File: config.mk
export PLATFORM = sky130hd
export DESIGN_NAME = ksx_translator
export DESIGN_NICKNAME = d
export VERILOG_FILES = /design/src/rtl/ksx_pkg.sv /design/src/rtl/ksx_mode_reg.sv /design/src/rtl/ksx_boot_pc.sv /design/src/rtl/ksx_seg_decode.sv /design/src/rtl/ksx_translator.sv
export SDC_FILE = /design/constraint.sdc
export NUM_CORES = 1
export LEC_CHECK = 0
export BUFFER_PORTS_ARGS = -buffer_cell sky130_fd_sc_hd__buf_2
export CAP_MARGIN = 20
export CORE_UTILIZATION = 43
export CTS_BUF_LIST = sky130_fd_sc_hd__clkbuf_16
export DETAILED_ROUTE_END_ITERATION = 10
export PLACE_DENSITY = 0.79
export SKIP_LAST_GASP = 1
export SLEW_MARGIN = 10
export SYNTH_ARGS = -nofsm -noshare
export SYNTH_HDL_FRONTEND = slang
export SYNTH_SLANG_ARGS = --single-unit
File: constraint.sdc
create_clock -name clk -period 1.4 [get_ports clk]
set_clock_uncertainty 0.1 [all_clocks]
set_input_delay 0.28 -clock clk [delete_from_list [all_inputs] [get_ports clk]]
set_output_delay 0.28 -clock clk [all_outputs]
set_load 0.02 [all_outputs]
File: src/rtl/ksx_pkg.sv
package ksx_pkg;

    localparam int VA_W   = 64;
    localparam int PA_W   = 29;
    localparam int N_WIN  = 2;

    localparam logic [VA_W-1:0] COLD_VEC  = 64'hFFFF_FFFF_BFC0_0000;
    localparam logic [VA_W-1:0] WIN_C_LO  = 64'hFFFF_FFFF_8000_0000;
    localparam logic [VA_W-1:0] WIN_U_LO  = 64'hFFFF_FFFF_A000_0000;
    localparam logic [VA_W-1:0] WIN_SPAN  = 64'h0000_0000_2000_0000;

    localparam logic [1:0] PRIV_KERNEL = 2'b00;
    localparam logic [1:0] PRIV_BOOT   = 2'b10;

    typedef struct packed {
        logic [1:0] priv_lvl;
        logic       exc_lvl;
        logic       err_lvl;
    } mode_t;

    typedef struct packed {
        logic            ok;
        logic            addr_err;
        logic            needs_tlb;
        logic            cached;
        logic [PA_W-1:0] paddr;
    } xlat_t;

    function automatic logic [VA_W-1:0] win_base(input int idx);
        return (idx == 0) ? WIN_C_LO : WIN_U_LO;
    endfunction

    function automatic logic in_window(input logic [VA_W-1:0] a,
                                       input logic [VA_W-1:0] base);
        return (a >= base) && (a < (base + WIN_SPAN));
    endfunction

    function automatic logic has_kernel_rights(input mode_t m);
        return (m.priv_lvl == PRIV_KERNEL) || m.exc_lvl || m.err_lvl;
    endfunction

    function automatic logic [PA_W-1:0] strip_base(input logic [VA_W-1:0] a,
                                                   input logic [VA_W-1:0] base);
        logic [VA_W-1:0] diff;
        diff = a - base;
        return diff[PA_W-1:0];
    endfunction

endpackage

File: src/rtl/ksx_mode_reg.sv
module ksx_mode_reg
    import ksx_pkg::*;
(
    input  logic       clk,
    input  logic       rst,
    input  logic       we,
    input  mode_t      mode_in,
    output mode_t      mode_q,
    output logic       kernel
);

    always_ff @(posedge clk) begin
        if (rst) begin
            mode_q.priv_lvl <= PRIV_BOOT;
            mode_q.exc_lvl  <= 1'b0;
            mode_q.err_lvl  <= 1'b1;
        end else if (we) begin
            mode_q <= mode_in;
        end
    end

    assign kernel = has_kernel_rights(mode_q);

endmodule

File: src/rtl/ksx_boot_pc.sv
module ksx_boot_pc
    import ksx_pkg::*;
(
    input  logic            clk,
    input  logic            rst,
    input  logic            we,
    input  logic [VA_W-1:0] next_val,
    output logic [VA_W-1:0] pc_q
);

    always_ff @(posedge clk) begin
        if (rst)     pc_q <= COLD_VEC;
        else if (we) pc_q <= next_val;
    end

endmodule

File: src/rtl/ksx_seg_decode.sv
module ksx_seg_decode
    import ksx_pkg::*;
(
    input  logic [VA_W-1:0] vaddr,
    input  logic            kernel,
    output xlat_t           res
);

    logic [N_WIN-1:0]  hit;
    logic [PA_W-1:0]   offs [N_WIN];

    for (genvar g = 0; g < N_WIN; g++) begin : g_win
        assign hit[g]  = in_window(vaddr, win_base(g));
        assign offs[g] = strip_base(vaddr, win_base(g));
    end

    always_comb begin
        res = '0;
        if (|hit) begin
            if (kernel) begin
                res.ok     = 1'b1;
                res.cached = hit[0];
                for (int i = 0; i < N_WIN; i++) begin
                    if (hit[i]) res.paddr = offs[i];
                end
            end else begin
                res.addr_err = 1'b1;
            end
        end else begin
            res.needs_tlb = 1'b1;
        end
    end

endmodule

File: src/rtl/ksx_translator.sv
module ksx_translator
    import ksx_pkg::*;
(
    input  logic            clk,
    input  logic            rst,
    input  logic            stat_we,
    input  logic [1:0]      stat_ksu,
    input  logic            stat_exl,
    input  logic            stat_erl,
    input  logic            pc_we,
    input  logic [VA_W-1:0] pc_next,
    input  logic            req_valid,
    input  logic [VA_W-1:0] req_vaddr,
    output logic            kernel_mode,
    output logic            err_lvl,
    output logic [VA_W-1:0] fetch_pc,
    output logic            rsp_valid,
    output logic            rsp_ok,
    output logic            rsp_addr_err,
    output logic            rsp_needs_tlb,
    output logic            rsp_cached,
    output logic [PA_W-1:0] rsp_paddr
);

    mode_t mode_new;
    mode_t mode_cur;
    xlat_t xl_comb;
    xlat_t xl_q;

    assign mode_new.priv_lvl = stat_ksu;
    assign mode_new.exc_lvl  = stat_exl;
    assign mode_new.err_lvl  = stat_erl;

    ksx_mode_reg u_mode (
        .clk     (clk),
        .rst     (rst),
        .we      (stat_we),
        .mode_in (mode_new),
        .mode_q  (mode_cur),
        .kernel  (kernel_mode)
    );

    ksx_boot_pc u_pc (
        .clk      (clk),
        .rst      (rst),
        .we       (pc_we),
        .next_val (pc_next),
        .pc_q     (fetch_pc)
    );

    ksx_seg_decode u_dec (
        .vaddr  (req_vaddr),
        .kernel (kernel_mode),
        .res    (xl_comb)
    );

    always_ff @(posedge clk) begin
        if (rst) begin
            rsp_valid <= 1'b0;
            xl_q      <= '0;
        end else begin
            rsp_valid <= req_valid;
            if (req_valid) xl_q <= xl_comb;
        end
    end

    assign err_lvl       = mode_cur.err_lvl;
    assign rsp_ok        = xl_q.ok;
    assign rsp_addr_err  = xl_q.addr_err;
    assign rsp_needs_tlb = xl_q.needs_tlb;
    assign rsp_cached    = xl_q.cached;
    assign rsp_paddr     = xl_q.paddr;

endmodule

* Word level (Yosys, flattened, before mapping)
Index checks and enable logic that the tools add are counted. Widths: inputs -> output; s select.
Storage, ports and cells: flip-flop bits (word level) 102, output and inout port bits 100, logic and storage cells 30
Operators by class: add/subtract/negate cells 2, order comparisons 4, muxes and demuxes 8, reduce and logical (&&, ||, !) cells 6
Operator list (count):
- $ge 64x64->1 const B | 2
- $lt 64x64->1 const B | 2
- $mux 30 | 2
- $mux 29 | 2
- $sub 29x1->29 const B | 2
- $mux 1 | 3
- $logic_and 1x1->1 | 2
- $logic_not 2->1 | 1
- $logic_or 1x1->1 | 2
- $mux 2 | 1
- $reduce_or 2->1 | 1

* Longest topological paths before layout
Gate-level depths: netlist of run 1.
word-level depth 6, depth in mapped cells 5

* By module
From an unflattened synthesis of run 1, not the netlist that was laid out.
Unflattened totals: cells, all modules 422, area total of the unflattened synthesis 4419.2 sq um
By module, submodules not included:
- ksx_boot_pc | instances 1, cells each 210, area an instance 2332.2 sq um
- ksx_translator | instances 1, cells each 109, area an instance 1229.9 sq um
- ksx_seg_decode | instances 1, cells each 89, area an instance 710.7 sq um
- ksx_mode_reg | instances 1, cells each 14, area an instance 146.4 sq um

* Worst setup path after synthesis of run 1
Ideal clock, no wire load.
path type input to register, start input req_vaddr[55], end register xl_q (netlist bit rsp_paddr[21]), data arrival time 1.180 ns, slack 0.051 ns, cell stages on the path 5, path buffers 1, path through nand4_2 nor4_4 buf_6 nand4b_1 o21ai_1
Between the ends: longest elaborated chain between the ends 6, elaborated cells between the ends (all ways) 11, those cells by class order compare: 4; mux: 4; reduce/logical: 3
Ends and longest elaborated chain:
- start: declaration | line ksx_translator.sv:13 | input logic [VA_W-1:0] req_vaddr,
- $ge 64x64->1 or $lt 64x64->1 (tied branches) | line ksx_pkg.sv:35 | return (a >= base) && (a < (base + WIN_SPAN));
- $logic_and 1x1->1 | line ksx_pkg.sv:35
- $mux 29 (2 in series) | line ksx_seg_decode.sv:24 | if (hit[i]) res.paddr = offs[i];
- $mux 30 | line ksx_seg_decode.sv:20 | if (kernel) begin
- $mux 30 (*) | line ksx_seg_decode.sv:19 | if (|hit) begin
- end signal: assignment | line ksx_translator.sv:63 | if (req_valid) xl_q <= xl_comb;
- end: declaration | line ksx_translator.sv:28 | xlat_t xl_q;
Mark *: on every way between the ends. The rest lies on a longest branch, timed or not. A chain may end at the register's enable or synchronous reset.

* Worst setup path in the final report of run 1
start register u_mode.mode_q[1] (netlist bit), end output kernel_mode
Between the ends: longest elaborated chain between the ends 2
Ends and longest elaborated chain:
- start: declaration | line ksx_mode_reg.sv:8 | output mode_t mode_q,
- start signal: assignment | line ksx_mode_reg.sv:18 | mode_q <= mode_in;
- $logic_or 1x1->1 (2 in series) | line ksx_pkg.sv:39 | return (m.priv_lvl == PRIV_KERNEL) || m.exc_lvl || m.err_lvl;
- end: declaration | line ksx_translator.sv:14 | output logic kernel_mode,
No other way between the ends.

==> impl_results.md, run 1 <==
- Setup ws final: -0.08863 ns
- Max cap viols: 0
- Setup TNS: -0.1709 ns
- Synth Area in Compound Gates: 0.1439
- Bufs and invs on worst path: 2
- WP depth: 4
- Via-to-Cell Ratio: 5.067
- # DRC: 0
- Post-synthesis mux area share: 0.06437
- Final-report max-slew violation count: 0
- Total power: about 6.5 mW
- Main combinational cell family by area after synthesis: simple AND/OR/NAND/NOR gates
- CP startpoint: u_mode.mode_q[1]$_SDFFE_PP0P_
- Worst VDD drop: roughly 560 uV
- CTS max path bufs: 2
- Worst Setup EP: kernel_mode
- Slew headroom: 0.7669
- Metal3 WL: between 700 and 800 um
- Fraction of layout instances using a drive strength above 1: 0.4448
- Sequential share of the synthesized area: 0.5253
- Fmax: 671.8 MHz
- RSZ-0062 raised after global routing: true
- CP required: just over 1 ns
- GRT overflow: 0
- Crit path max fanout: 2
- Area grow syn2layout: 44.80%
- Routed len/inst: ~14 um
- H-tree levels: 3
- Post-synth EDFFs: 0
- Initial antenna violation count: 0
- Clk_lat worst skew: about 0.33 ns
- GRT Util Overall: 0.2196
- Initial Util: 0.4458
- Final ANT Viol Nets: 0
- Critical-path cell list: nor2_4, o21ai_4, buf_12, buf_8
- Pre-Repair DR Iteration Count: 6
- First-pass GRT wire length: between 15 and 20 mm
- Row cnt: 34
- CTS buffer count: 9
- Async set or reset register ratio after synthesis: 0
- Syn avg cell area: around 10 um^2
- Cells after Synth: 389
- Power share of the clock group: 0.380
- Failing checks: negative setup slack
- Ports: between 200 and 250
- Synth Area in Simple Gates: 0.2230
- Status: finished, violations left
- Post-route clock period utilization: 1.063
- Sequential Power Share: 0.476
- Pleak: ~2.6 nW
- P_sw: between 1.5 and 2 mW
- Synth top area share: 0.5253
- Slowest CP cell: dfxtp_2
- Predominant post-synthesis flop cell: dfxtp_1
- Most frequent cell after synthesis: dfxtp_1
- Layout net count: approximately 760
- Vias in the first global route: 3621
- Reg2reg start: u_mode.mode_q[1]$_SDFFE_PP0P_
- Slew of the pin with the lowest slew margin: 0.3465 ns
- FF+latch count, synth: slightly above 100
- Area share of fa/ha/maj cells after synthesis: 0
- Routed vias: between 3000 and 4000
- Syn nets: 526
- Clock Sinks: 102
- Crit path DAT: between 1 and 1.5 ns
- Synth cell count leaders: 102 x dfxtp_1, 44 x nor2b_1, 43 x a211o_1, 35 x nand2_1
- Reg-to-reg slack, setup: -0.08 ns
- CORE AREA: slightly below 0.009 mm^2
- Clock root buffer master: clkbuf_16
- Initial DRC count: between 80 and 90
- XOR/XNOR share of the synthesized area: 0
- Wire length on met1: around 4.3 mm
- Count of different cell masters after synthesis: 25
- Die height: between 90 and 100 um
- Yosys Warn Count: 0
- Pin count of the biggest net entering global routing: between 50 and 60
- ANT cells: 0
- Post-Route WL: 10.55 mm
- Post-DP HPWL: between 7 and 8 mm
- CTS tree: built
- CP Capture Type: output pin
- Hold Fails Final Rpt: 0
- Pwr Density: 1156 mW/mm^2
- Gpl congestion: roughly 0.82
- Sw frac: 0.2514
- CP Class: reg2out
- Met2 WL post-DR: roughly 5.3 mm
- R2r endpoint: rsp_addr_err$_SDFFE_PP0P_
- Family with the most delay on the worst path: flip-flops
- Synth area leader: dfxtp_1
- Comb power frac: 0.144
- R2R depth: 5
- Slowest stage delay, CP: 0.34 ns
- Die ar.: about 0.0094 mm^2
- Area of the mapped netlist: between 0.003 and 0.004 mm^2
- CTS clk-pin slew, worst paths: around 0.07 ns
- Type of the worst min-delay path: in2reg
- Top cells by area, synth: dfxtp_1 53%, a211o_1 9.7%, nor2b_1 7.1%
- Pre-CTS setup slack: -0.2108 ns
- Internal Pwr Total: just under 5 mW
- Die width: between 90 and 100 um
- Highest metal used: met4
- Minimum clock period: 1.489 ns
- Final setup viols: 2
- Startpoint types: flop
- IO buf count: roughly 240
==> worst register-to-register path, stage by stage (launching register included) <==
cell and delay [ns]:
dfxtp_2 0.34, nor2_4 0.12, o21ai_4 0.08, buf_4 0.14
bufbuf_16 0.28, o41ai_2 0.33
==> cells by family (layout without fill, tap and decap cells) <==
family | after synthesis | count (layout)
simple gates | 149 | 149
mux | 25 | 25
flops | 102 | 102
compound gates | 78 | 78
buf+inv | 35 | 271
==> power by group through the flow <==
| stage | combinational, mW | sequential, mW | clock [mW] |
|---|---|---|---|
| after CTS | 0.944 | 3.10 | 2.52 |
| after floorplan | 0.323 | 3.31 | 0 |
| after global routing | 1.01 | 3.11 | 2.62 |
| after detailed placement | 0.903 | 3.16 | 0 |
| after global placement | 0.883 | 3.15 | 0 |
| final | 0.939 | 3.10 | 2.47 |
==> sequential cells by signal, indices dropped and copies added (netlist names) <==
| register | count |
|---|---|
| rsp_addr_err | 1 |
| rsp_cached | 1 |
| rsp_needs_tlb | 1 |
| rsp_ok | 1 |
| rsp_paddr | 29 |
| rsp_valid | 1 |
| u_mode.mode_q | 4 |
| u_pc.pc_q | 64 |
==> final cells by class <==
type                            instances  area [um^2]
Clock inverter                          7        72.57
Sequential cell                       102         2046
Clock buffer                            9        225.2
Tap cell                              108        135.1
Inverter                                1        3.754
Timing Repair Buffer                  254         1441
Multi-Input combinational cell        252         1705
Fill cell                             728         3092
==> metrics by stage <==
| stage | util | cell area, um^2 | hold WS, ns | std cells |
|---|---|---|---|---|
| after floorplan | - | 3887 | 0.2979 | 389 |
| final | 0.6455 | 5629 | 0.05199 | 733 |
| after global routing | 0.6455 | 5629 | 0.03997 | 733 |
| after detailed placement | 0.6009 | 5240 | 0.3344 | 713 |
| after CTS | 0.6445 | 5620 | 0.04028 | 733 |
| after global placement | 0.6009 | 5240 | 0.3289 | 713 |
==> worst min-delay path by stage <==
stage                                    start                             to  slack [ns]  cells after the start
floorplan                              stat_we  u_mode.mode_q[3]$_SDFFE_PP1P_        0.30                      1
global placement    rsp_paddr[17]$_SDFFE_PP0P_     rsp_paddr[17]$_SDFFE_PP0P_        0.33                      2
detailed placement  rsp_paddr[17]$_SDFFE_PP0P_     rsp_paddr[17]$_SDFFE_PP0P_        0.33                      2
CTS                                pc_next[63]     u_pc.pc_q[63]$_SDFFE_PP1P_        0.04                      2
global route                       pc_next[31]     u_pc.pc_q[31]$_SDFFE_PP1P_        0.04                      2
finish                             pc_next[63]     u_pc.pc_q[63]$_SDFFE_PP1P_        0.05                      2
==> repair_timing <==
item / CTS / global route
hold buffers: 0 / 0
cloned: 1 / 0
pin swaps: 2 / 1
endpoints found under the setup margin: 1 / 2
resized for setup: 8 / 2
buffers inserted: 3 / 0
==> cell usage in the layout, fill, tap and decap left out, types with 5 or more instances in the layout <==
| master | Yosys | routed |
|---|---|---|
| buf_2 | 3 | 234 |
| dfxtp_1 | 102 | 99 |
| nor2b_1 | 44 | 44 |
| a211o_1 | 43 | 43 |
| nand2_1 | 35 | 35 |
| nand4b_1 | 30 | 30 |
| o21ai_1 | 30 | 29 |
| nor2_1 | 29 | 27 |
| mux2i_1 | 25 | 25 |
| buf_4 | 1 | 11 |
| clkbuf_16 | 0 | 9 |
| buf_12 | 0 | 7 |
| nand4_1 | 5 | 5 |
==> per-layer routing <==
metal  GRT usage  vias up
li1            -     1838
met1      0.2598     1712
met2      0.3835      150
met3     0.06187       14
met4     0.06889        0
met5           0        -
(Power assumes the default switching activity.)
==> run 2, diff against run 1 <==
ABC_AREA = 1   (was default)
CORE_UTILIZATION = 42   (was 43)
PLACE_DENSITY = 0.78   (was 0.79)
==> impl_results.md, run 2 <==
- Status: finished, violations left
- Failing checks: negative setup slack
- R2R depth: 7
- Final std cells w/o fill: between 800 and 900
- Die height: slightly below 100 um
- Post-synth EDFFs: 0
- Fmax: 675.2 MHz
- IO buf count: roughly 240
- H-tree levels: 3
- Sequential Power Share: 0.483
- CTS tree: built
- Clk_lat worst skew: approximately 0.33 ns
- P_sw: between 1.5 and 2 mW
- Predominant post-synthesis flop cell: dfxtp_1
- Most frequent cell after synthesis: nand2_1
- Clock Sinks: approximately 100
- CP Class: reg2out
- Internal Pwr Total: around 4.8 mW
- Row cnt: 33
- GRT overflow: 0
- Slowest CP cell: dfxtp_2
- Count of different cell masters after synthesis: 19
- Pwr Density: approximately 1200 mW/mm^2
- Post-route clock period utilization: 1.058
- Most common cell after layout, fill and taps aside: buf_2
- Slew of the pin with the lowest slew margin: 0.3513 ns
- Bufs and invs on worst path: 2
- Cells after Synth: 480
- WP depth: 3
- GRT Util Overall: 0.2189
- CP required: 1.02 ns
- Type of the worst min-delay path: in2reg
- Yosys Warn Count: 0
- Dpl cells: between 700 and 800
- Design area: between 0.005 and 0.006 mm^2
- Top cells by area, synth: dfxtp_1 55%, nand2_1 13%, nor2_1 6.0%
- Pre-Repair DR Iteration Count: 4
- Area grow syn2layout: 47.56%
- RSZ-0062 raised after global routing: true
- Synth area leader: dfxtp_1
- Crit path DAT: between 1 and 1.5 ns
- Pleak: roughly 2.7 nW
- Slowest stage delay, CP: approximately 0.34 ns
- Sw frac: 0.2558
- Async set or reset register ratio after synthesis: 0
- # DRC: 0
- Minimum clock period: between 1 and 1.5 ns
- Family with the most delay on the worst path: flip-flops
- Syn nets: ~620
- Comb power frac: 0.141
- Routed vias: approximately 4100
- Initial Util: 0.4432
- CTS clk-pin slew, worst paths: ~0.07 ns
- Post-Route WL: approximately 11 mm
- Startpoint types: flop
- FF+latch count, synth: a little over 100
- Critical-path cell list: nor3_4, inv_2, buf_2
- Ports: 237
- Post-DP HPWL: 7.692 mm
- Routed len/inst: between 10 and 15 um
- Most flop-heavy register: u_pc.pc_q
- Die width: 96.05 um
- Pin count of the biggest net entering global routing: 51
- Final setup viols: 14
- Fraction of layout instances using a drive strength above 1: 0.3980
- Gpl congestion: approximately 0.76
- CORE AREA: about 0.0084 mm^2
- Worst VDD drop: roughly 740 uV
- Sequential share of the synthesized area: 0.5497
- Crit path max fanout: 2
- Final ANT Viol Nets: 0
- Layout net count: approximately 850
- Setup ws final: -0.08096 ns
- Final-report max-slew violation count: 0
- Via-to-Cell Ratio: 4.950
- CTS max path bufs: 2
- Die ar.: ~0.009 mm^2
- Power share of the clock group: 0.376
- Max FFs per register: 64
- Area after DPL: about 0.0051 mm^2
- Area of the mapped netlist: ~0.0037 mm^2
- Vias in the first global route: ~3600
- Initial DRC count: about 130
- Initial antenna violation count: 1
- Synth top area share: 0.5497
- Max cap viols: 0
- Hold Path Depth: 3
- Most frequent cells in the layout: 236 x buf_2, 133 x nand2_1, 98 x dfxtp_1
- Hold Fails Final Rpt: 0
- Synth cell count leaders: 133 x nand2_1, 102 x dfxtp_1, 59 x nor2_1, 43 x nand3_1, 34 x nand4_1
- Clock root buffer master: clkbuf_16
- CP Capture Type: output pin
- Fillers: ~730
- First-pass GRT wire length: ~16 mm
- CTS buffer count: 9
- Slew headroom: 0.7658
- Syn avg cell area: 7.739 um^2
[run 2: worst paths after layout]
| path | startpoint | endpoint | slack, ns |
|---|---|---|---|
| worst max-delay path | u_mode.mode_q[1]$_SDFFE_PP0P_ | kernel_mode | -0.08 |
| worst min-delay path | pc_next[48] | u_pc.pc_q[48]$_SDFFE_PP1P_ | 0.05 |
| worst max register to register | u_mode.mode_q[1]$_SDFFE_PP0P_ | rsp_paddr[24]$_SDFFE_PP0P_ | -0.02 |
| worst min register to register | u_pc.pc_q[46]$_SDFFE_PP1P_ | u_pc.pc_q[46]$_SDFFE_PP1P_ | 0.35 |
[run 2: kinds of logic after synthesis]
logic type	share of synthesized area
buf+inv	0.05086
compound gates	0.07814
simple gates	0.3213
flops	0.5497
[run 2: power groups by stage]
stage | Sequential (mW) | Clock, mW | Combinational [mW]
6_report | 3.12 | 2.43 | 0.911
2_1_floorplan | 3.34 | 0 | 0.275
3_3_place_gp | 3.16 | 0 | 0.852
4_1_cts | 3.11 | 2.49 | 0.873
5_1_grt | 3.13 | 2.60 | 0.998
3_5_place_dp | 3.17 | 0 | 0.866
[run 2: per-layer routing]
metal,GRT usage,vias up,share of wire
met5,0,-,0
met4,0.08831,0,0.019
met3,0.07267,16,0.085
met2,0.3848,165,0.49
met1,0.2417,1835,0.41
li1,-,2053,-
[run 2: layout make-up]
cell class	instances	area, um^2	area share
multi-input combinational	334	1514	0.2762
timing repair buffer	256	1465	0.2673
clock buffer	9	225.2	0.04109
clock inverter	7	66.31	0.01210
inverter	8	30.03	0.005478
antenna	1	2.502	0.0004565
tap	105	131.4	0.02397
sequential	102	2047	0.3734
[run 2: repair_timing]
item / 4_1_cts / 5_1_grt
hold endpoints to repair: 0 / 0
gates cloned: 0 / 3
endpoints found under the setup margin: 1 / 26
resized for setup: 2 / 12
buffers inserted: 1 / 3
pin swaps: 0 / 6
hold buffers: 0 / 0
[run 2: tightest hold or removal path: stages]
cell	delay [ns]
buf_2	0.08
nand2_1	0.04
nand3_1	0.06
[run 2: per-stage QoR]
| stage | power (mW) | TNS (ns) | util | hold WS, ns | setup slack (ns) |
|---|---|---|---|---|---|
| after floorplan | 3.612 | 0 | - | 0.3021 | 0.01679 |
| after global placement | 4.017 | -2.158 | 0.6029 | 0.3337 | -0.08965 |
| after detailed placement | 4.040 | -3.431 | 0.6029 | 0.3367 | -0.1575 |
| after CTS | 6.475 | -0.1117 | 0.6392 | 0.04349 | -0.1117 |
| after global routing | 6.729 | -1.263 | 0.6540 | 0.04847 | -0.1243 |
| final | 6.455 | -0.1612 | 0.6540 | 0.05060 | -0.08096 |
